$ cat config.mk
export PLATFORM = sky130hd
export DESIGN_NAME = ata_taskfile
export DESIGN_NICKNAME = d
export VERILOG_FILES = /design/src/rtl/ata_tf_pkg.sv /design/src/rtl/ata_tf_decode.sv /design/src/rtl/ata_tf_dport.sv /design/src/rtl/ata_tf_regs.sv /design/src/rtl/ata_taskfile.sv
export SDC_FILE = /design/constraint.sdc
export NUM_CORES = 1
export LEC_CHECK = 0
export ABC_AREA = 1
export BUFFER_PORTS_ARGS = -buffer_cell sky130_fd_sc_hd__clkbuf_2
export CORE_MARGIN = 2
export CORE_UTILIZATION = 46
export CTS_BUF_LIST = sky130_fd_sc_hd__clkbuf_16
export DETAILED_ROUTE_END_ITERATION = 7
export PLACE_DENSITY = 0.83
export SYNTH_ARGS = -nofsm -noshare
export SYNTH_HDL_FRONTEND = slang
export SYNTH_HIERARCHICAL = 1
export SYNTH_SLANG_ARGS = --single-unit
$ cat constraint.sdc
create_clock -name clk_i -period 1.56 [get_ports clk_i]
set_input_delay 0 -clock clk_i [delete_from_list [all_inputs] [get_ports clk_i]]
set_output_delay 0 -clock clk_i [all_outputs]
set_load 0.01 [all_outputs]
$ cat src/rtl/ata_tf_pkg.sv
package ata_tf_pkg;
  localparam int ADDR_W = 3;
  localparam int REG_W  = 8;
  localparam logic [REG_W-1:0] OP_SET_FEAT   = 8'hEF;
  localparam logic [REG_W-1:0] FEAT_BYTE_ON  = 8'h01;
  localparam logic [REG_W-1:0] FEAT_BYTE_OFF = 8'h81;
  localparam int CTL_SRST = 2;
  localparam int CTL_NIEN = 1;

  typedef enum logic [3:0] {
    TGT_NONE, TGT_PIO, TGT_DMA, TGT_ERRFEAT, TGT_SCNT, TGT_SNUM,
    TGT_CYLL, TGT_CYLH, TGT_HEAD, TGT_STATCMD, TGT_ALTCTL
  } tgt_e;

  typedef struct packed {
    logic [REG_W-1:0] feat;
    logic [REG_W-1:0] scnt;
    logic [REG_W-1:0] snum;
    logic [REG_W-1:0] cyll;
    logic [REG_W-1:0] cylh;
    logic [REG_W-1:0] head;
  } tf_t;

  localparam tf_t TF_DEFAULT = '{feat: 8'h00, scnt: 8'h01, snum: 8'h01,
                                 cyll: 8'h00, cylh: 8'h00, head: 8'h00};
endpackage

$ cat src/rtl/ata_tf_decode.sv
module ata_tf_decode
  import ata_tf_pkg::*;
(
  input  logic              cs0_ni,
  input  logic              cs1_ni,
  input  logic              dmack_ni,
  input  logic [ADDR_W-1:0] addr_i,
  input  logic              wide_i,
  output tgt_e              tgt_o
);
  always_comb begin
    tgt_o = TGT_NONE;
    if (!dmack_ni) begin
      if (cs0_ni && cs1_ni) tgt_o = TGT_DMA;
    end else if (!cs0_ni && cs1_ni) begin
      case (addr_i)
        3'd0: tgt_o = TGT_PIO;
        3'd1: tgt_o = wide_i ? TGT_PIO : TGT_ERRFEAT; // overlap: word goes to data
        3'd2: tgt_o = TGT_SCNT;
        3'd3: tgt_o = TGT_SNUM;
        3'd4: tgt_o = TGT_CYLL;
        3'd5: tgt_o = TGT_CYLH;
        3'd6: tgt_o = TGT_HEAD;
        default: tgt_o = TGT_STATCMD;
      endcase
    end else if (cs0_ni && !cs1_ni && addr_i == 3'd6) begin
      tgt_o = TGT_ALTCTL;
    end
  end
endmodule

$ cat src/rtl/ata_tf_dport.sv
module ata_tf_dport #(
  parameter int DW = 16
) (
  input  logic          clk_i,
  input  logic          rst_ni,
  input  logic          rd_i,
  input  logic          wr_i,
  input  logic          narrow_i,
  input  logic          clr_i,
  input  logic [DW-1:0] hd_i,
  input  logic [DW-1:0] fifo_rdata_i,
  output logic [DW-1:0] rdata_o,
  output logic          pop_o,
  output logic          push_o,
  output logic [DW-1:0] wdata_o
);
  localparam int BW = DW / 2;

  logic          tgl_q;
  logic [BW-1:0] lo_q;

  always_comb begin
    pop_o  = rd_i & (~narrow_i | tgl_q);
    push_o = wr_i & (~narrow_i | tgl_q);
    if (narrow_i) begin
      rdata_o = {{BW{1'b0}}, tgl_q ? fifo_rdata_i[DW-1:BW] : fifo_rdata_i[BW-1:0]};
      wdata_o = {hd_i[BW-1:0], lo_q};
    end else begin
      rdata_o = fifo_rdata_i;
      wdata_o = hd_i;
    end
  end

  always_ff @(posedge clk_i or negedge rst_ni) begin
    if (!rst_ni) begin
      tgl_q <= 1'b0;
      lo_q  <= '0;
    end else begin
      if (clr_i) tgl_q <= 1'b0;
      else if ((rd_i | wr_i) & narrow_i) tgl_q <= ~tgl_q;
      if (wr_i & narrow_i & ~tgl_q) lo_q <= hd_i[BW-1:0];
    end
  end
endmodule

$ cat src/rtl/ata_tf_regs.sv
module ata_tf_regs
  import ata_tf_pkg::*;
(
  input  logic             clk_i,
  input  logic             rst_ni,
  input  tgt_e             tgt_i,
  input  logic             rd_i,
  input  logic             wr_i,
  input  logic [REG_W-1:0] wdata_i,
  input  logic [REG_W-1:0] core_err_i,
  input  logic [REG_W-2:0] core_stat_i,
  input  logic             core_done_i,
  input  logic             core_irq_i,
  output logic [REG_W-1:0] rdata_o,
  output tf_t              tf_o,
  output logic [REG_W-1:0] cmd_o,
  output logic             cmd_valid_o,
  output logic             byte_mode_o,
  output logic             srst_o,
  output logic             nien_o,
  output logic             bsy_o,
  output logic             intrq_o,
  output logic             tgl_clr_o,
  output logic             srst_wr_o
);
  tf_t              tf_q;
  logic [REG_W-1:0] cmd_q;
  logic             cmd_v_q, byte_q, srst_q, nien_q, bsy_q, irq_q;
  logic             ctl_wr, srst_wr, tf_wr, cmd_acc, setfeat, stat_rd;
  logic [REG_W-1:0] status;

  assign ctl_wr  = wr_i && tgt_i == TGT_ALTCTL;
  assign srst_wr = ctl_wr && wdata_i[CTL_SRST];
  assign tf_wr   = wr_i && !bsy_q;
  assign cmd_acc = tf_wr && tgt_i == TGT_STATCMD;
  assign setfeat = cmd_acc && wdata_i == OP_SET_FEAT;
  assign stat_rd = rd_i && tgt_i == TGT_STATCMD;
  assign status  = {bsy_q, core_stat_i};

  always_comb begin
    case (tgt_i)
      TGT_ERRFEAT:             rdata_o = core_err_i;
      TGT_SCNT:                rdata_o = tf_q.scnt;
      TGT_SNUM:                rdata_o = tf_q.snum;
      TGT_CYLL:                rdata_o = tf_q.cyll;
      TGT_CYLH:                rdata_o = tf_q.cylh;
      TGT_HEAD:                rdata_o = tf_q.head;
      TGT_STATCMD, TGT_ALTCTL: rdata_o = status;
      default:                 rdata_o = '0;
    endcase
  end

  always_ff @(posedge clk_i or negedge rst_ni) begin
    if (!rst_ni) begin
      tf_q    <= TF_DEFAULT;
      cmd_q   <= '0;
      cmd_v_q <= 1'b0;
      byte_q  <= 1'b0;
      srst_q  <= 1'b0;
      nien_q  <= 1'b0;
      bsy_q   <= 1'b0;
      irq_q   <= 1'b0;
    end else begin
      cmd_v_q <= cmd_acc;
      if (cmd_acc) cmd_q <= wdata_i;

      if (srst_wr) tf_q <= TF_DEFAULT;
      else if (tf_wr) begin
        case (tgt_i)
          TGT_ERRFEAT: tf_q.feat <= wdata_i;
          TGT_SCNT:    tf_q.scnt <= wdata_i;
          TGT_SNUM:    tf_q.snum <= wdata_i;
          TGT_CYLL:    tf_q.cyll <= wdata_i;
          TGT_CYLH:    tf_q.cylh <= wdata_i;
          TGT_HEAD:    tf_q.head <= wdata_i;
          default: ;
        endcase
      end

      if (ctl_wr) begin
        srst_q <= wdata_i[CTL_SRST];
        nien_q <= wdata_i[CTL_NIEN];
      end

      if (srst_wr) byte_q <= 1'b0;
      else if (setfeat && tf_q.feat == FEAT_BYTE_ON) byte_q <= 1'b1;
      else if (setfeat && tf_q.feat == FEAT_BYTE_OFF) byte_q <= 1'b0;

      if (srst_wr || srst_q) bsy_q <= 1'b1;
      else if (cmd_acc) bsy_q <= 1'b1;
      else if (core_done_i) bsy_q <= 1'b0;

      if (srst_wr) irq_q <= 1'b0;
      else if (core_irq_i) irq_q <= 1'b1;
      else if (stat_rd) irq_q <= 1'b0;
    end
  end

  assign tf_o        = tf_q;
  assign cmd_o       = cmd_q;
  assign cmd_valid_o = cmd_v_q;
  assign byte_mode_o = byte_q;
  assign srst_o      = srst_q;
  assign nien_o      = nien_q;
  assign bsy_o       = bsy_q;
  assign intrq_o     = irq_q & ~nien_q;
  assign tgl_clr_o   = srst_wr | setfeat;
  assign srst_wr_o   = srst_wr;
endmodule

$ cat src/rtl/ata_taskfile.sv
module ata_taskfile
  import ata_tf_pkg::*;
#(
  parameter int DW = 16
) (
  input  logic              clk_i,
  input  logic              rst_ni,
  input  logic              cs0_ni,
  input  logic              cs1_ni,
  input  logic [ADDR_W-1:0] addr_i,
  input  logic              dmack_ni,
  input  logic              iord_ni,
  input  logic              iowr_ni,
  input  logic              wide_i,
  input  logic [DW-1:0]     hd_i,
  output logic [DW-1:0]     hd_o,
  output logic              hd_oe_o,
  input  logic [DW-1:0]     fifo_rdata_i,
  output logic              fifo_pop_o,
  output logic [DW-1:0]     fifo_wdata_o,
  output logic              fifo_push_o,
  input  logic [REG_W-1:0]  core_err_i,
  input  logic [REG_W-2:0]  core_stat_i,
  input  logic              core_done_i,
  input  logic              core_irq_i,
  output logic [REG_W-1:0]  cmd_o,
  output logic              cmd_valid_o,
  output logic [REG_W-1:0]  tf_feat_o,
  output logic [REG_W-1:0]  tf_scnt_o,
  output logic [REG_W-1:0]  tf_snum_o,
  output logic [2*REG_W-1:0] tf_cyl_o,
  output logic [REG_W-1:0]  tf_head_o,
  output logic              byte_mode_o,
  output logic              srst_o,
  output logic              intrq_o
);
  tgt_e             tgt;
  logic             rd, wr, is_dp, narrow, tgl_clr, bsy, nien, srst_wr;
  logic [DW-1:0]    dp_rdata;
  logic [REG_W-1:0] reg_rdata;
  tf_t              tf;

  assign rd     = ~iord_ni & iowr_ni;
  assign wr     = ~iowr_ni & iord_ni;
  assign is_dp  = (tgt == TGT_PIO) || (tgt == TGT_DMA);
  assign narrow = byte_mode_o && tgt == TGT_PIO;

  ata_tf_decode i_dec (
    .cs0_ni  (cs0_ni),
    .cs1_ni  (cs1_ni),
    .dmack_ni(dmack_ni),
    .addr_i  (addr_i),
    .wide_i  (wide_i),
    .tgt_o   (tgt)
  );

  ata_tf_dport #(.DW(DW)) i_dport (
    .clk_i       (clk_i),
    .rst_ni      (rst_ni),
    .rd_i        (rd & is_dp),
    .wr_i        (wr & is_dp),
    .narrow_i    (narrow),
    .clr_i       (tgl_clr),
    .hd_i        (hd_i),
    .fifo_rdata_i(fifo_rdata_i),
    .rdata_o     (dp_rdata),
    .pop_o       (fifo_pop_o),
    .push_o      (fifo_push_o),
    .wdata_o     (fifo_wdata_o)
  );

  ata_tf_regs i_regs (
    .clk_i      (clk_i),
    .rst_ni     (rst_ni),
    .tgt_i      (tgt),
    .rd_i       (rd),
    .wr_i       (wr),
    .wdata_i    (hd_i[REG_W-1:0]),
    .core_err_i (core_err_i),
    .core_stat_i(core_stat_i),
    .core_done_i(core_done_i),
    .core_irq_i (core_irq_i),
    .rdata_o    (reg_rdata),
    .tf_o       (tf),
    .cmd_o      (cmd_o),
    .cmd_valid_o(cmd_valid_o),
    .byte_mode_o(byte_mode_o),
    .srst_o     (srst_o),
    .nien_o     (nien),
    .bsy_o      (bsy),
    .intrq_o    (intrq_o),
    .tgl_clr_o  (tgl_clr),
    .srst_wr_o  (srst_wr)
  );

  assign hd_o      = is_dp ? dp_rdata : {{(DW-REG_W){1'b0}}, reg_rdata};
  assign hd_oe_o   = rd && tgt != TGT_NONE;
  assign tf_feat_o = tf.feat;
  assign tf_scnt_o = tf.scnt;
  assign tf_snum_o = tf.snum;
  assign tf_cyl_o  = {tf.cylh, tf.cyll};
  assign tf_head_o = tf.head;
endmodule

* Word-level counts from Yosys, hierarchy flattened
Cells that the tools add are included.
Operators by class: equality and inequality tests 19, multiplexer cells 30, bitwise gates (word level) 18, reduce and logical (&&, ||, !) cells 39
Operators with widths (number):
- two-way mux 48 bit | 2
- two-way mux 8 bit | 7
- case mux 8 bit (7 select lines) | 1
- two-way mux 16 bit | 3
- case mux 4 bit (7 select lines) | 1
- == test 4 x 3 -> 1 bit (second input constant) | 4
- == test 8 bit (second input constant) | 2
- nonzero test 2 bit | 8
- logical AND 1 bit | 14
- == test 4 bit (second input constant) | 3
- two-way mux 4 bit | 3
- AND reduction 2 bit | 6
- two-way mux 1 bit | 11
- AND 1 bit | 10
- == test 3 bit (second input constant) | 3
- nonzero test 3 bit | 3
- == test 4 x 2 -> 1 bit (second input constant) | 2
- == test 8 x 1 -> 1 bit (second input constant) | 1
- == test 3 x 2 -> 1 bit (second input constant) | 2
- inverter 1 bit | 5
- == test 4 x 1 -> 1 bit (second input constant) | 1
- two-way mux 2 bit | 2
- nonzero test 4 bit | 1
- == test 3 x 1 -> 1 bit (second input constant) | 1
- other kinds (5) | 10
Storage, ports and cells: register bits after elaboration 71, input bits 60, output and inout bits 95, word-level logic and storage cells 121

* Longest topological paths before layout
depth after elaboration 13, mapped depth 15, mapped depth without buffers 15

* By module
The synthesis kept the hierarchy.
By module, submodules not included:
- ata_tf_regs | times used 1, cells each 383, area an instance 3144.3 sq um, sequential area each 1554.0 sq um
- ata_tf_dport | times used 1, cells each 117, area an instance 760.7 sq um, sequential area each 225.2 sq um
- ata_taskfile | times used 1, cells each 57, area an instance 314.1 sq um, sequential area each 0.0 sq um
- ata_tf_decode | times used 1, cells each 25, area an instance 113.9 sq um, sequential area each 0.0 sq um

* Worst setup path after synthesis
OpenSTA, ideal clock, no wires.
path type in2reg, start input cs0_ni, end register i_dport.lo_q[5], library setup time 0.118 ns, data arrival time 1.707 ns, data required time 1.442 ns, slack -0.265 ns, stages on the path 12, buffers on the path 2, cells stage by stage inv_2 > nand3_1 > a21oi_1 > inv_1 > nand2_4 > nand3_4 > buf_6 > nor2_2 > nand3_4 > buf_8 > nand2_2 > o21ai_2
On the way: elaborated cells on any way between the ends 16, classes of those cells 2 x eq/ne; 4 x mux; 3 x bitwise; 7 x reduce/logical
RTL lines:
- start: declaration | RTL line ata_taskfile.sv:8 | input logic cs0_ni,
- logical NOT 1 bit * | RTL line ata_tf_decode.sv:15 | end else if (!cs0_ni && cs1_ni) begin
- logical AND 1 bit * | RTL line ata_tf_decode.sv:15
- two-way mux 4 bit * | RTL line ata_tf_decode.sv:15
- two-way mux 4 bit * | RTL line ata_tf_decode.sv:13 | if (!dmack_ni) begin
- named net tgt[0] | RTL line ata_taskfile.sv:37 | tgt_e tgt;
- == test 4 x 1 -> 1 bit or == test 4 x 2 -> 1 bit (tied branches) | RTL line ata_taskfile.sv:45, ata_taskfile.sv:46
- logical OR 1 bit | RTL line ata_taskfile.sv:45 | assign is_dp = (tgt == TGT_PIO) || (tgt == TGT_DMA);
- AND 1 bit | RTL line ata_taskfile.sv:61 | .wr_i (wr & is_dp),
- AND 1 bit * (2 in series) | RTL line ata_tf_dport.sv:41 | if (wr_i & narrow_i & ~tgl_q) lo_q <= hd_i[BW-1:0];
- end signal: assignment | RTL line ata_tf_dport.sv:41
- end: declaration | RTL line ata_tf_dport.sv:20 | logic [BW-1:0] lo_q;
Mark *: on every way through the listed nets, which the timed path passes. The rest lies on a longest branch. A chain may end at the register's enable or synchronous reset.

* Final worst setup path
start register i_regs.byte_q (netlist: i_regs/byte_mode_o), end output fifo_wdata_o[6]
On the way: cells in the longest elaborated chain, start to end 2
Ends and longest elaborated chain:
- start: declaration | RTL line ata_tf_regs.sv:28 | logic cmd_v_q, byte_q, srst_q, nien_q, bsy_q, irq_q;
- start signal: assignment | RTL line ata_tf_regs.sv:58 | byte_q <= 1'b0;
- start signal: assignment | RTL line ata_tf_regs.sv:85 | if (srst_wr) byte_q <= 1'b0;
- start signal: assignment | RTL line ata_tf_regs.sv:86 | else if (setfeat && tf_q.feat == FEAT_BYTE_ON) byte_q <= 1'b1;
- logical AND 1 bit | RTL line ata_taskfile.sv:46 | assign narrow = byte_mode_o && tgt == TGT_PIO;
- named net narrow | RTL line ata_taskfile.sv:38 | logic rd, wr, is_dp, narrow, tgl_clr, bsy, nien, srst_wr;
- two-way mux 16 bit | RTL line ata_tf_dport.sv:25 | if (narrow_i) begin
- end: declaration | RTL line ata_taskfile.sv:20 | output logic [DW-1:0] fifo_wdata_o,
The timed path passes the listed nets, and every way through them passes these cells.

==> results.txt <==
Synth unique cells -> 33
Initial antenna violation count -> 0
Area of the multi-input gates -> 2530 um^2
Post-synth EDFFs -> 0
Antenna viol nets, final -> 0
Clock latency on the worst-skew pair -> 0.33 ns
Syn Std Cell Area -> 4330 um^2
Synth warn -> 6
Most frequent cells in the layout -> nand2_1, clkbuf_2, inv_1
Via Count -> 5022
Combinational Power Share -> 16.8%
Ys async rst share -> 100%
Slew Limit Fails -> 0
Syn_area_per_cell -> 7.44 um^2
Leak -> 3.68 nW
Antenna diodes -> 0
DRC -> 0
Slew headroom -> 59.6%
Final core occ -> 73.5%
Aggregate global-route resource usage -> 29.1%
Flops & latches, synth -> 71
Startpoint Class -> register
Worst path top cell family by delay -> buffers and inverters
Initial DRC count -> 314
Min Hold Slack -> 0.0386 ns
Worst Path Buf+Inv -> 4
Sequential area share after synthesis -> 41.1%
Layout cell share with drive strength beyond 1 -> 49.8%
DP HPWL -> 10.8 mm
Seq pwr share -> 38.4%
Die area -> 10200 um^2
Vias in the first global route -> 4785
RSZ-0062 raised after global routing -> yes
Max stage delay on crit path -> 0.40 ns
CTS tree -> yes
Initial core utilization -> 47.1%
Area grow syn2layout -> 56.1%
Slew @ Worst Pin -> 0.606 ns
Most common cell after layout, fill and taps aside -> nand2_1
Crit end category -> output pin
CP cell instances -> nand3_2, nor3_2, buf_4, buf_12, clkbuf_16, nand2_2, o21ai_1, buf_2
Kind of critical path -> reg2out
Avg WL per Cell -> 17.3 um
Ports -> 155
Max-Cap Viols -> 0
First-pass GRT wire length -> 23.0 mm
Mapped Cells -> 582
CTS Buf Count -> 9
Worst-path maximum fanout -> 8
WP data required -> 1.56 ns
Clock transition at path regs -> 0.06 ns
Fin crit period -> 1.79 ns
Clock Sinks -> 71
Skew final -> 0.00733 ns
Slowest-stage cell, CP -> dfrtp_1
Port bufs -> 154
Fmax -> 557 MHz
Via density -> 5.38
1st-pass router iterations -> 5
Synth Flop Type -> dfrtp_1
H-tree Lvls -> 3
Failing checks -> setup timing
# setup viols final -> 35
CTS max path bufs -> 2
Pwr per Cell Area -> 744 nW/um^2
Clk pwr share -> 44.7%
Status -> finished, violations left
Power Internal -> 3.66 mW
Gr ovfl total -> 0
Arrival time at the worst endpoint -> 1.79 ns
Root buf cell -> clkbuf_16
Switching share of total power -> 27.3%
Core area -> 9200 um^2
Filler instances -> 637
Site Rows -> 35
Die Y -> 101 um
HP Class -> in2reg
Gpl congestion -> 0.897
P_sw -> 1.37 mW
Pwr Total -> 5.03 mW
Total Wirelength -> 16.2 mm
Final #Nets -> 877
DIE WIDTH -> 101 um
Worst setup slack after layout -> -0.234 ns
Largest net degree at the start of global routing -> 32
Syn Nets -> 642
Register area -> 1780 um^2
Crit share post-route -> 115%
Final Hold Viols -> 0
VDD IR max -> 625 uV
[flip-flops by register name, summed over array words and instances, names as in the netlist]
name and count:
i_regs/irq_q 1, i_dport/lo_q 8, i_regs/tf_o 48, i_regs/nien_o 1, i_regs/byte_mode_o 1, i_regs/bsy_o 1
i_dport/tgl_q 1, i_regs/cmd_o 8, i_regs/cmd_valid_o 1, i_regs/srst_o 1
[worst register-to-register path, stage by stage, from the launching register on]
cell and delay (ns):
dfrtp_1 0.40, nand3_2 0.10, nor3_2 0.15, buf_4 0.19, buf_12 0.15, buf_6 0.13, nand3_4 0.16, nand2_2 0.12
o21ai_2 0.06
[power groups by stage]
stage	logic [mW]	clock network (mW)	registers [mW]
floorplan	0.300	0	1.98
global placement	0.683	0	1.96
detailed placement	0.702	0	1.97
CTS	0.751	2.27	1.93
global route	0.911	2.37	1.94
finish	0.848	2.25	1.93
[cell families after synthesis]
family | Yosys count | share of synthesized area [%]
AND/OR/NAND/NOR | 286 | 32.3
flip-flops | 71 | 41.1
buffers and inverters | 108 | 11.1
AO/OA/AOI/OAI | 117 | 15.5
[layout make-up]
class	instances	share of cell area (%)
multi-input cells	404	37.4
well taps	111	2.05
clock inverters	7	1.50
inverters	95	5.42
flip-flops and latches	71	26.3
repair buffers	236	24.0
clock buffers	9	3.33
[cells in the mapped netlist, types with 2 or more instances]
master,count,share of area (%)
nand3_1,17,2.0
nand2_4,6,1.6
buf_2,3,0.35
nand4_1,11,1.6
nor2_1,45,3.9
dfrtp_1,69,40
buf_6,5,1.3
o21ai_1,26,3.0
nor2_4,11,2.9
o22ai_1,6,0.87
nor2_8,2,0.92
nand2_1,164,14
nand3_4,3,1.2
a21oi_1,20,2.3
o21ai_0,46,5.3
buf_4,3,0.52
dfstp_2,2,1.2
inv_1,87,7.5
nor2_2,15,2.2
buf_8,2,0.69
o21ai_2,14,2.8
nand2_2,8,1.2
inv_2,7,0.61
[per-stage QoR]
step / TNS [ns] / instances / setup WS, ns / cell area, um^2
detailed placement: -16.51 / 891 / -0.364 / 5670
global placement: -9.45 / 891 / -0.211 / 5670
CTS: -4.21 / 921 / -0.157 / 6260
global route: -8.81 / 933 / -0.300 / 6760
finish: -5.78 / 933 / -0.234 / 6760
floorplan: -0.243 / 582 / -0.0258 / 4360
[metal layers]
metal / global-route usage, % / wire length (um) / vias to the layer above
met5: 0 / 0 / -
met2: 49.9 / 8100 / 297
met1: 35.4 / 6260 / 2360
met3: 6.52 / 1290 / 49
li1: - / - / 2316
met4: 11.4 / 534 / 0
[what timing repair did]
item                                   CTS  global route
cloned                                   1             3
setup endpoints to repair               37            67
resized for setup                       43           157
hold buffers                             8             0
pin swaps                               10            47
setup buffers                            5            10
endpoints found under the hold margin   25             0
[final timing paths]
path                                    start              end  slack, ns  cells after the start
max                        i_regs/byte_mode_o  fifo_wdata_o[6]      -0.23                      8
min                                   hd_i[0]  i_regs/cmd_o[0]       0.04                      3
max reg2reg                i_regs/byte_mode_o  i_dport/lo_q[3]          0                      8
min reg2reg                   i_regs/cmd_o[2]  i_regs/cmd_o[2]       0.51                      2
max in group asynchronous              rst_ni  i_regs/tf_o[32]       0.71                      3
min in group asynchronous              rst_ni  i_dport/lo_q[6]       0.22                      2
Note: power is estimated with default switching activity, not from simulation.
